`config.mk`:
```
export PLATFORM = sky130hd
export DESIGN_NAME = rename_map_unit
export DESIGN_NICKNAME = d
export VERILOG_FILES = /design/src/rtl/rmu_pkg.sv /design/src/rtl/rmu_map_table.sv /design/src/rtl/rmu_free_list.sv /design/src/rtl/rmu_active_list.sv /design/src/rtl/rename_map_unit.sv
export SDC_FILE = /design/constraint.sdc
export NUM_CORES = 2
export LEC_CHECK = 0
export BUFFER_PORTS_ARGS = -buffer_cell sky130_fd_sc_hd__buf_2
export CORE_ASPECT_RATIO = 0.75
export CORE_MARGIN = 1
export CORE_UTILIZATION = 64
export DETAILED_ROUTE_END_ITERATION = 8
export GPL_TIMING_DRIVEN = 1
export PLACE_DENSITY_LB_ADDON = 0.05
export SETUP_SLACK_MARGIN = 0.02
export SLEW_MARGIN = 20
export SYNTH_ARGS = -nofsm -noshare
export SYNTH_HDL_FRONTEND = slang
export SYNTH_SLANG_ARGS = --single-unit
```
`constraint.sdc`:
```
create_clock -name clk -period 9.9 [get_ports clk]
set_input_delay 2.97 -clock clk [delete_from_list [all_inputs] [get_ports clk]]
set_output_delay 2.97 -clock clk [all_outputs]
set_load 0.05 [all_outputs]
```
`src/rtl/rmu_pkg.sv`:
```
// Shared types for the rename map unit.
package rmu_pkg;
    // Operating mode of the rename stage.
    typedef enum logic {
        RN_RUN  = 1'b0,
        RN_WALK = 1'b1
    } rn_mode_e;
endpackage

```
`src/rtl/rmu_map_table.sv`:
```
// Architectural-to-physical mapping table.
// Three combinational reads (two sources, one old destination), one write.
// Assumes the caller never writes entry 0.
module rmu_map_table #(
    parameter int NUM_LOG  = 32,
    parameter int NUM_PHYS = 64,
    localparam int LW = $clog2(NUM_LOG),
    localparam int PW = $clog2(NUM_PHYS)
) (
    input  logic          clk,
    input  logic          rst_n,
    input  logic [LW-1:0] rd_a_idx,
    input  logic [LW-1:0] rd_b_idx,
    input  logic [LW-1:0] rd_d_idx,
    output logic [PW-1:0] rd_a,
    output logic [PW-1:0] rd_b,
    output logic [PW-1:0] rd_d,
    input  logic          wr_en,
    input  logic [LW-1:0] wr_idx,
    input  logic [PW-1:0] wr_val
);
    logic [PW-1:0] slot [NUM_LOG];

    // Identity mapping on reset, single write port afterwards.
    always_ff @(posedge clk) begin
        if (!rst_n) begin
            for (int k = 0; k < NUM_LOG; k++) slot[k] <= PW'(k);
        end else if (wr_en) begin
            slot[wr_idx] <= wr_val;
        end
    end

    // Combinational lookups.
    always_comb begin
        rd_a = slot[rd_a_idx];
        rd_b = slot[rd_b_idx];
        rd_d = slot[rd_d_idx];
    end

    AST_ZERO_PINNED: assert property (@(posedge clk) disable iff (!rst_n) slot[0] == '0);
    AST_NO_ZERO_WRITE: assert property (@(posedge clk) disable iff (!rst_n) wr_en |-> wr_idx != '0);
endmodule

```
`src/rtl/rmu_free_list.sv`:
```
// Circular FIFO of unmapped physical register numbers.
// Pops from the head, pushes at the tail. Starts full with NUM_LOG..NUM_PHYS-1.
// Assumes the caller never pops when empty.
module rmu_free_list #(
    parameter int NUM_LOG  = 32,
    parameter int NUM_PHYS = 64,
    localparam int PW    = $clog2(NUM_PHYS),
    localparam int DEPTH = NUM_PHYS - NUM_LOG,
    localparam int IW    = $clog2(DEPTH),
    localparam int CW    = $clog2(DEPTH + 1)
) (
    input  logic          clk,
    input  logic          rst_n,
    input  logic          pop,
    input  logic          push,
    input  logic [PW-1:0] push_val,
    output logic [PW-1:0] head_val,
    output logic          empty
);
    logic [PW-1:0] ring [DEPTH];
    logic [IW-1:0] rd_ptr, wr_ptr;
    logic [CW-1:0] count;

    function automatic logic [IW-1:0] step_ptr(input logic [IW-1:0] p);
        return (p == IW'(DEPTH - 1)) ? '0 : p + 1'b1;
    endfunction

    // Pointer, occupancy and storage update.
    always_ff @(posedge clk) begin
        if (!rst_n) begin
            for (int k = 0; k < DEPTH; k++) ring[k] <= PW'(NUM_LOG + k);
            rd_ptr <= '0;
            wr_ptr <= '0;
            count  <= CW'(DEPTH);
        end else begin
            if (push) begin
                ring[wr_ptr] <= push_val;
                wr_ptr       <= step_ptr(wr_ptr);
            end
            if (pop) rd_ptr <= step_ptr(rd_ptr);
            count <= count + CW'(push) - CW'(pop);
        end
    end

    // Head value and empty flag.
    always_comb begin
        head_val = ring[rd_ptr];
        empty    = (count == '0);
    end

    AST_FL_NO_UNDERFLOW: assert property (@(posedge clk) disable iff (!rst_n) pop |-> !empty);
    AST_FL_NO_OVERFLOW: assert property (@(posedge clk) disable iff (!rst_n) push |-> count != CW'(DEPTH));
endmodule

```
`src/rtl/rmu_active_list.sv`:
```
// In-order ring of rename records {has_dst, ldst, pnew, pold}.
// Push at the tail, retire at the head, unwind from the tail.
// Assumes a tail pop never coincides with a push or a head pop.
module rmu_active_list #(
    parameter int DEPTH = 48,
    parameter int LW    = 5,
    parameter int PW    = 6,
    localparam int TW = $clog2(DEPTH),
    localparam int CW = $clog2(DEPTH + 1),
    localparam int RW = 1 + LW + 2 * PW
) (
    input  logic          clk,
    input  logic          rst_n,
    input  logic          push,
    input  logic          push_has,
    input  logic [LW-1:0] push_ldst,
    input  logic [PW-1:0] push_pnew,
    input  logic [PW-1:0] push_pold,
    input  logic          pop_head,
    input  logic          pop_tail,
    output logic          head_has,
    output logic [PW-1:0] head_pold,
    output logic          tail_has,
    output logic [LW-1:0] tail_ldst,
    output logic [PW-1:0] tail_pnew,
    output logic [PW-1:0] tail_pold,
    output logic [TW-1:0] next_idx,
    output logic [TW-1:0] last_idx,
    output logic          full,
    output logic          empty
);
    logic [RW-1:0] ring [DEPTH];
    logic [TW-1:0] head, tail;
    logic [CW-1:0] count;
    logic [RW-1:0] head_rec, tail_rec;

    function automatic logic [TW-1:0] inc_ptr(input logic [TW-1:0] p);
        return (p == TW'(DEPTH - 1)) ? '0 : p + 1'b1;
    endfunction

    function automatic logic [TW-1:0] dec_ptr(input logic [TW-1:0] p);
        return (p == '0) ? TW'(DEPTH - 1) : p - 1'b1;
    endfunction

    // Ring storage, pointers and occupancy.
    always_ff @(posedge clk) begin
        if (!rst_n) begin
            for (int k = 0; k < DEPTH; k++) ring[k] <= '0;
            head  <= '0;
            tail  <= '0;
            count <= '0;
        end else begin
            if (push) begin
                ring[tail] <= {push_has, push_ldst, push_pnew, push_pold};
                tail       <= inc_ptr(tail);
            end else if (pop_tail) begin
                tail <= dec_ptr(tail);
            end
            if (pop_head) head <= inc_ptr(head);
            count <= count + CW'(push) - CW'(pop_head) - CW'(pop_tail);
        end
    end

    // Oldest and youngest record fields, slot indices and flags.
    always_comb begin
        last_idx  = dec_ptr(tail);
        next_idx  = tail;
        head_rec  = ring[head];
        tail_rec  = ring[last_idx];
        head_has  = head_rec[RW-1];
        head_pold = head_rec[PW-1:0];
        tail_has  = tail_rec[RW-1];
        tail_ldst = tail_rec[RW-2 -: LW];
        tail_pnew = tail_rec[2*PW-1 -: PW];
        tail_pold = tail_rec[PW-1:0];
        full      = (count == CW'(DEPTH));
        empty     = (count == '0);
    end

    AST_AL_NO_OVERFLOW: assert property (@(posedge clk) disable iff (!rst_n) push |-> !full);
    AST_AL_NO_UNDERFLOW: assert property (@(posedge clk) disable iff (!rst_n) (pop_head || pop_tail) |-> !empty);
    AST_AL_ONE_END: assert property (@(posedge clk) disable iff (!rst_n) pop_tail |-> !(push || pop_head));
endmodule

```
`src/rtl/rename_map_unit.sv`:
```
// Rename stage: maps sources, assigns fresh destinations, keeps an undo record,
// retires records on graduation and unwinds records on abort, one per cycle.
// Assumes abort_tag names a live slot and no graduation is requested while an
// abort or unwind is in progress.
module rename_map_unit
    import rmu_pkg::*;
#(
    parameter int NUM_LOG  = 32,
    parameter int NUM_PHYS = 64,
    parameter int AL_DEPTH = 48,
    localparam int LW = $clog2(NUM_LOG),
    localparam int PW = $clog2(NUM_PHYS),
    localparam int TW = $clog2(AL_DEPTH)
) (
    input  logic          clk,
    input  logic          rst_n,
    input  logic          dec_valid,
    input  logic          dec_has_dst,
    input  logic [LW-1:0] dec_dst,
    input  logic [LW-1:0] dec_src_a,
    input  logic [LW-1:0] dec_src_b,
    input  logic          grad_valid,
    input  logic          abort_valid,
    input  logic [TW-1:0] abort_tag,
    output logic          stall,
    output logic [PW-1:0] phy_src_a,
    output logic [PW-1:0] phy_src_b,
    output logic [PW-1:0] phy_dst,
    output logic [PW-1:0] phy_dst_old,
    output logic [TW-1:0] ren_tag
);
    rn_mode_e      mode;
    logic [TW-1:0] target;
    logic          needs, ren_fire, grad_fire, walk_fire;
    logic          fl_pop, fl_push, fl_empty;
    logic [PW-1:0] fl_head, fl_push_val;
    logic          map_we;
    logic [LW-1:0] map_widx;
    logic [PW-1:0] map_wval;
    logic          head_has, tail_has, al_full, al_empty;
    logic [PW-1:0] head_pold, tail_pnew, tail_pold;
    logic [LW-1:0] tail_ldst;
    logic [TW-1:0] next_idx, last_idx;

    // Accept, retire and unwind decisions plus write-port steering.
    always_comb begin
        needs       = dec_has_dst && (dec_dst != '0);
        walk_fire   = (mode == RN_WALK);
        stall       = walk_fire || abort_valid || al_full || (needs && fl_empty);
        ren_fire    = dec_valid && !stall;
        grad_fire   = grad_valid && !al_empty && !walk_fire && !abort_valid;
        fl_pop      = ren_fire && needs;
        fl_push     = (grad_fire && head_has) || (walk_fire && tail_has);
        fl_push_val = walk_fire ? tail_pnew : head_pold;
        map_we      = fl_pop || (walk_fire && tail_has);
        map_widx    = walk_fire ? tail_ldst : dec_dst;
        map_wval    = walk_fire ? tail_pold : fl_head;
        phy_dst     = needs ? fl_head : '0;
        ren_tag     = next_idx;
    end

    // Mode register: enter unwind on abort, leave once the target slot is undone.
    always_ff @(posedge clk) begin
        if (!rst_n) begin
            mode   <= RN_RUN;
            target <= '0;
        end else if (mode == RN_RUN) begin
            if (abort_valid) begin
                mode   <= RN_WALK;
                target <= abort_tag;
            end
        end else if (last_idx == target) begin
            mode <= RN_RUN;
        end
    end

    rmu_map_table #(.NUM_LOG(NUM_LOG), .NUM_PHYS(NUM_PHYS)) u_map (
        .clk(clk), .rst_n(rst_n),
        .rd_a_idx(dec_src_a), .rd_b_idx(dec_src_b), .rd_d_idx(dec_dst),
        .rd_a(phy_src_a), .rd_b(phy_src_b), .rd_d(phy_dst_old),
        .wr_en(map_we), .wr_idx(map_widx), .wr_val(map_wval)
    );

    rmu_free_list #(.NUM_LOG(NUM_LOG), .NUM_PHYS(NUM_PHYS)) u_free (
        .clk(clk), .rst_n(rst_n),
        .pop(fl_pop), .push(fl_push), .push_val(fl_push_val),
        .head_val(fl_head), .empty(fl_empty)
    );

    rmu_active_list #(.DEPTH(AL_DEPTH), .LW(LW), .PW(PW)) u_active (
        .clk(clk), .rst_n(rst_n),
        .push(ren_fire), .push_has(needs), .push_ldst(dec_dst),
        .push_pnew(fl_head), .push_pold(phy_dst_old),
        .pop_head(grad_fire), .pop_tail(walk_fire),
        .head_has(head_has), .head_pold(head_pold),
        .tail_has(tail_has), .tail_ldst(tail_ldst),
        .tail_pnew(tail_pnew), .tail_pold(tail_pold),
        .next_idx(next_idx), .last_idx(last_idx),
        .full(al_full), .empty(al_empty)
    );

    AST_STALL_AFTER_ABORT: assert property (@(posedge clk) disable iff (!rst_n) abort_valid |=> stall);
    AST_ABORT_LIVE: assert property (@(posedge clk) disable iff (!rst_n) abort_valid |-> !al_empty);
    AST_GRAD_QUIET: assert property (@(posedge clk) disable iff (!rst_n) (abort_valid || mode == RN_WALK) |-> !grad_valid);
    AST_TAG_ADVANCE: assert property (@(posedge clk) disable iff (!rst_n)
        ren_fire |=> ren_tag == (($past(ren_tag) == TW'(AL_DEPTH - 1)) ? '0 : $past(ren_tag) + 1'b1));
endmodule

```
After elaboration in Yosys (flattened, before gate mapping)
Memory sizes are Yosys's and may differ from the RTL's. A register that Yosys moved wholly into a read port is not among the register bits.
Cells that the tools add are included.
- output and inout port bits: 31
- RAM bits: 1248
- memories kept: 3
- register bits after elaboration: 41
- input port bits: 27
- memory list (memory ; words ; bits a word ; rd ports ; clocked after Yosys merged registers in ; wr ports ; RTL line ; text):
    u_active.ring ; 48 ; 18 ; 2 ; 1 ; 48 ; rmu_active_list.sv:32 ; logic [RW-1:0] ring [DEPTH];
    u_free.ring ; 32 ; 6 ; 1 ; 1 ; 32 ; rmu_free_list.sv:20 ; logic [PW-1:0] ring [DEPTH];
    u_map.slot ; 32 ; 6 ; 3 ; 0 ; 32 ; rmu_map_table.sv:22 ; logic [PW-1:0] slot [NUM_LOG];
- muxes and demuxes: 37
- bitwise gates (word level): 1
- reductions and logical operators: 27
- $add $sub $neg: 10
- equality and inequality tests: 6
- operators with widths (cell ; count):
    2-to-1 mux 6 bit ; 13
    2-to-1 mux 5 bit ; 7
    == test 6 bit (second input constant) ; 3
    logical NOT 6 bit ; 3
    2-to-1 mux 18 bit ; 1
    OR reduction 18 bit ; 1
    subtractor 6 x 1 -> 6 bit ; 3
    2-to-1 mux 1 bit ; 16
    adder 6 x 1 -> 6 bit ; 2
    adder 6 x 1 -> 6 bit (second input constant) ; 2
    OR reduction 6 bit ; 2
    adder 5 x 1 -> 5 bit (second input constant) ; 2
    == test 5 bit (second input constant) ; 2
    logical AND 1 bit ; 9
    == test 6 bit ; 1
    subtractor 6 x 1 -> 6 bit (second input constant) ; 1
    logical OR 1 bit ; 5
    nonzero test 5 bit ; 1
    logical NOT 1 bit ; 4
    AND reduction 2 bit ; 1
    nonzero test 2 bit ; 1
    inverter 1 bit ; 1

Depth between registers and ports, before layout
- depth in word-level cells: 13
- mapped depth: 24
- mapped depth without buffers: 18

Cells and area by module
A second synthesis with hierarchy kept.
- cells, all modules: 5913
- area total of the unflattened synthesis: 78895.7 µm²
- modules (own cells, without submodules) (module ; cells an instance ; times used ; area an instance (µm²) ; sequential area each (µm²)):
    rmu_active_list ; 4299 ; 1 ; 56082.5 ; 35073.6
    rmu_map_table ; 746 ; 1 ; 12074.1 ; 5765.5
    rmu_free_list ; 798 ; 1 ; 10082.2 ; 6185.9
    rename_map_unit ; 70 ; 1 ; 656.9 ; 140.1

Least setup slack after synthesis
OpenSTA, ideal clock, no wires.
- kind: input to output
- start: input dec_dst[0]
- end: output phy_dst_old[5]
- arrival time: 5997 ps
- data required time: 6930 ps
- stages on the path: 8
- path slack: 933 ps
- cells stage by stage: clkbuf_1 > buf_1 > mux4_2 > mux4_2 > mux2i_1 > clkbuf_1 > clkbuf_1 > inv_1
- cells in the longest elaborated chain, start to end: 1
- ends and longest elaborated chain (element ; RTL line ; text):
    start, declared ; rename_map_unit.sv:19 ; input logic [LW-1:0] dec_dst,
    memory (32 x 6 bit) ; n/a ;
    end, declared ; rename_map_unit.sv:29 ; output logic [PW-1:0] phy_dst_old,
Every way passes these cells.

Worst setup path in the final report
Ends and elaborated chain as after synthesis.

==> impl_metrics.toml <==
[status]
status = "finished, final reports clean"

[sta]
hold_viol = 0
min_period_ns = 9.00
fin_skew_ns = 0.0287
finalCritPeriodShare = 0.909
finalSetupViolCount = 0
tightestPinTransition_ns = 1.22
fin_setup_tns_ns = 0
slew-limit-headroom = 0.164
max_freq_ghz = 0.111
grt_setup_unrepaired = "no"
report.final.slew_viol_count = 0

[clock_tree]
ctsHtreeMaxLevel = 4
cts_made_buffers = 150
cts_resized = 0
insertion_delay_ns = 0.81
post_cts_buffers = 0
clkTransAtPathRegs_ns = 0.06
clockRootBuffer = "clkbuf_16"
hold_buffers = 0
clockBufferDepth = 3
cts_sinks = 1588
cts_tree = "built"

[logic_synthesis]
synth_simple_gate_area_frac = 0.121
syn-num-nets = 5443
synth_fa_ha_area_frac = 0.00536
synthDistinctLibCells = 87
ys_dominant_reg_cell = "edfxtp_1"
synth-xor-area-share = 0.00194
ys_ff_latch = 1588
syn-cell-area_mm2 = 0.0766
synthMuxAreaShare = 0.194
synthArstFlopShare = 0
synth_top_family_by_area = "multiplexers"
synth_edf_count = 1536
yosysTopAreaCell = "edfxtp_1"
synthesis.instances = 5385
synthTopCellsByArea = "edfxtp_1 60%, mux4_2 17%, nor2_1 4.1%"
avgSynthCellArea_um2 = 14.2
ys_seq_area_frac = 0.616
synth_compound_gate_area_share = 0.0303
synth-warning-count = 0
synth_top_area_share = 0.602

[detailed_routing]
post_drt_wl_per_cell_um = 34.9
drt_iter0_markers = 9102
detailroute.via_count = 51100
via_per_inst = 7.38
ant_nets = 0
wl_mm = 241
route.detailed.drc = 0
dr.pass1.iters = 8

[finish]
fillers = 7788
multi_input_area_mm2 = 0.0274
layout-drive-gt1-share = 0.216
layout.cells.non_filler = 6921
finish.utilization = 0.705
final_nets = 5295
ff_latch_area_mm2 = 0.0472
final_area_mm2 = 0.0834
synthToLayoutAreaGrowth_pct = 8.89

[setup_path]
cp_top_family = "buffers and inverters"
max_stage_delay_ns = 0.62
crit_required_ns = 6.93
path_cells = "buf_6, mux4_2, mux4_2, mux2i_4, inv_1, buf_2"
arrival_ns = 6.03
cp-start-kind = "input port"
cp_num_buf_inv = 3
cp_slowest_cell = "mux4_2"
crit_type = "in -> out"
end_kind = "output port"
cp_common_cell = "mux4_2"
rrSetupSlack_ns = 2.04
worst-path-max-fanout = 81

[power]
p_clk_frac = 0.335
switching_power_uw = 5580
powerDensity_mw_per_mm2 = 212
leakagePower_uw = 0.0284
switching_share = 0.316
p_int_uw = 12100
pwr-share-seq = 0.438
comb_power_share = 0.227
total_power_uw = 17600
ir_drop_mv = 0.203

[floorplan]
die_width_um = 401
rows = 109
die_h_um = 302
dieArea_mm2 = 0.121
start_util = 0.648
io_pins = 58
coreArea_mm2 = 0.118

[place]
place.gp.congestion = 1.01
placed_area_mm2 = 0.0784
dp_cells = 6639
portBuffers = 57
post-dp-hpwl_mm = 156

[worst_hold_path]
hold_path_class = "reg -> reg"

[grt]
gr-total-overflow = 0
grt_pass1_wl_mm = 343
track_usage = 0.403
grt_antenna_before_repair = 10
first_global_vias = 47400
grt_max_degree = 82

[run]
maxCapViolCount = 0
worst register-to-register path: stages (launching register included):
cell and delay (ns):
dfxtp_1 0.30, buf_4 0.21, inv_1 0.16, ha_1 0.31, nand2b_1 0.29, o21ai_4 0.92
buf_4 0.77, mux4_2 0.67, a2111oi_0 0.62, a22oi_1 0.23, a41oi_1 0.92, nand2_1 0.92
buf_4 0.51, o21ai_0 0.65
through the flow:
step	hold WS, ns	worst slack, ns
2_1_floorplan	0.455	0.933
3_3_place_gp	0.489	0.948
3_5_place_dp	0.491	0.934
4_1_cts	0.500	0.934
5_1_grt	0.537	0.822
6_report	0.501	0.896
layout by cell type (no fill, tap or decap), types with 32 or more instances in the layout:
cell type  instances
a21oi_1          122
and3_1           197
buf_2             48
buf_4            178
clkbuf_16        154
clkinv_1          32
dfxtp_1           46
edfxtp_1        1536
inv_1             47
mux2i_1          136
mux4_2           587
nand2_1          469
nand2b_1          45
nand3_1          210
nor2_1           827
nor3_1           132
o21ai_0           76
cell usage after synthesis, types with 9 or more instances:
library cell / n
nand2b_1: 45
a2111oi_0: 13
mux2_2: 17
xnor2_1: 10
nor2b_1: 11
nand2_1: 471
and3_1: 197
ha_1: 28
and2_1: 17
nor3b_1: 18
a21oi_1: 125
buf_4: 20
nor3_1: 140
dfxtp_1: 52
mux4_2: 587
buf_1: 59
nor2_1: 846
o21ai_1: 11
edfxtp_1: 1536
or4_1: 12
o211ai_1: 26
o2111ai_1: 9
o22ai_1: 30
nand4_1: 19
buf_2: 78
mux2i_1: 148
inv_1: 51
clkbuf_1: 370
nor4_1: 12
o21ai_0: 82
or3_1: 18
nand3_1: 213
power groups by stage:
stage               sequential, µW  clock [µW]  combinational (µW)
CTS                           7720        5890                3850
detailed placement            7860           0                3830
floorplan                     7800           0                2370
global placement              7860           0                3790
global route                  7740        6130                4100
finish                        7730        5910                4010
final cells by class:
type	instances	area share
Sequential cell	1588	0.566
Clock buffer	189	0.0485
Clock inverter	88	0.0105
Multi-Input combinational cell	3213	0.329
Tap cell	1554	0.0233
Antenna cell	5	0.000150
Timing Repair Buffer	232	0.0202
Inverter	52	0.00243
path summary, 6_finish.rpt:
path,startpoint,end,depth (start not counted)
worst max-delay path,dec_dst[0],phy_dst_old[5],6
worst min-delay path,u_free.rd_ptr[4],u_free.rd_ptr[4],2
worst max register to register,u_active.next_idx[1],u_map.slot[0][2],13
worst min register to register,u_free.rd_ptr[4],u_free.rd_ptr[4],2
kinds of logic after synthesis:
family / count (synthesis)
AOI/OAI and AO/OA: 365
xor gates and xnor gates: 17
adders and majority gates: 31
buffers and inverters: 584
DFF: 1588
muxes: 752
and+or+nand+nor: 2048
metal layers:
metal,part of all wire,routed length (µm),track usage,vias up
met3,0.19,45200,0.173,525
li1,-,-,-,20300
met1,0.36,87800,0.594,25600
met4,0.038,9160,0.146,4
met2,0.41,99100,0.531,4607
met5,0.00056,136,0.0191,-
state kept, by name, summed over array words and instances, names as in the netlist, named ones only:
name,count
u_free.rd_ptr,5
u_active.count,6
u_active.head,6
target,6
u_free.count,6
u_free.wr_ptr,5
u_free.ring,192
mode,1
u_map.slot,192
u_active.next_idx,6
u_active.ring,1152
(Power assumes the default switching activity.)
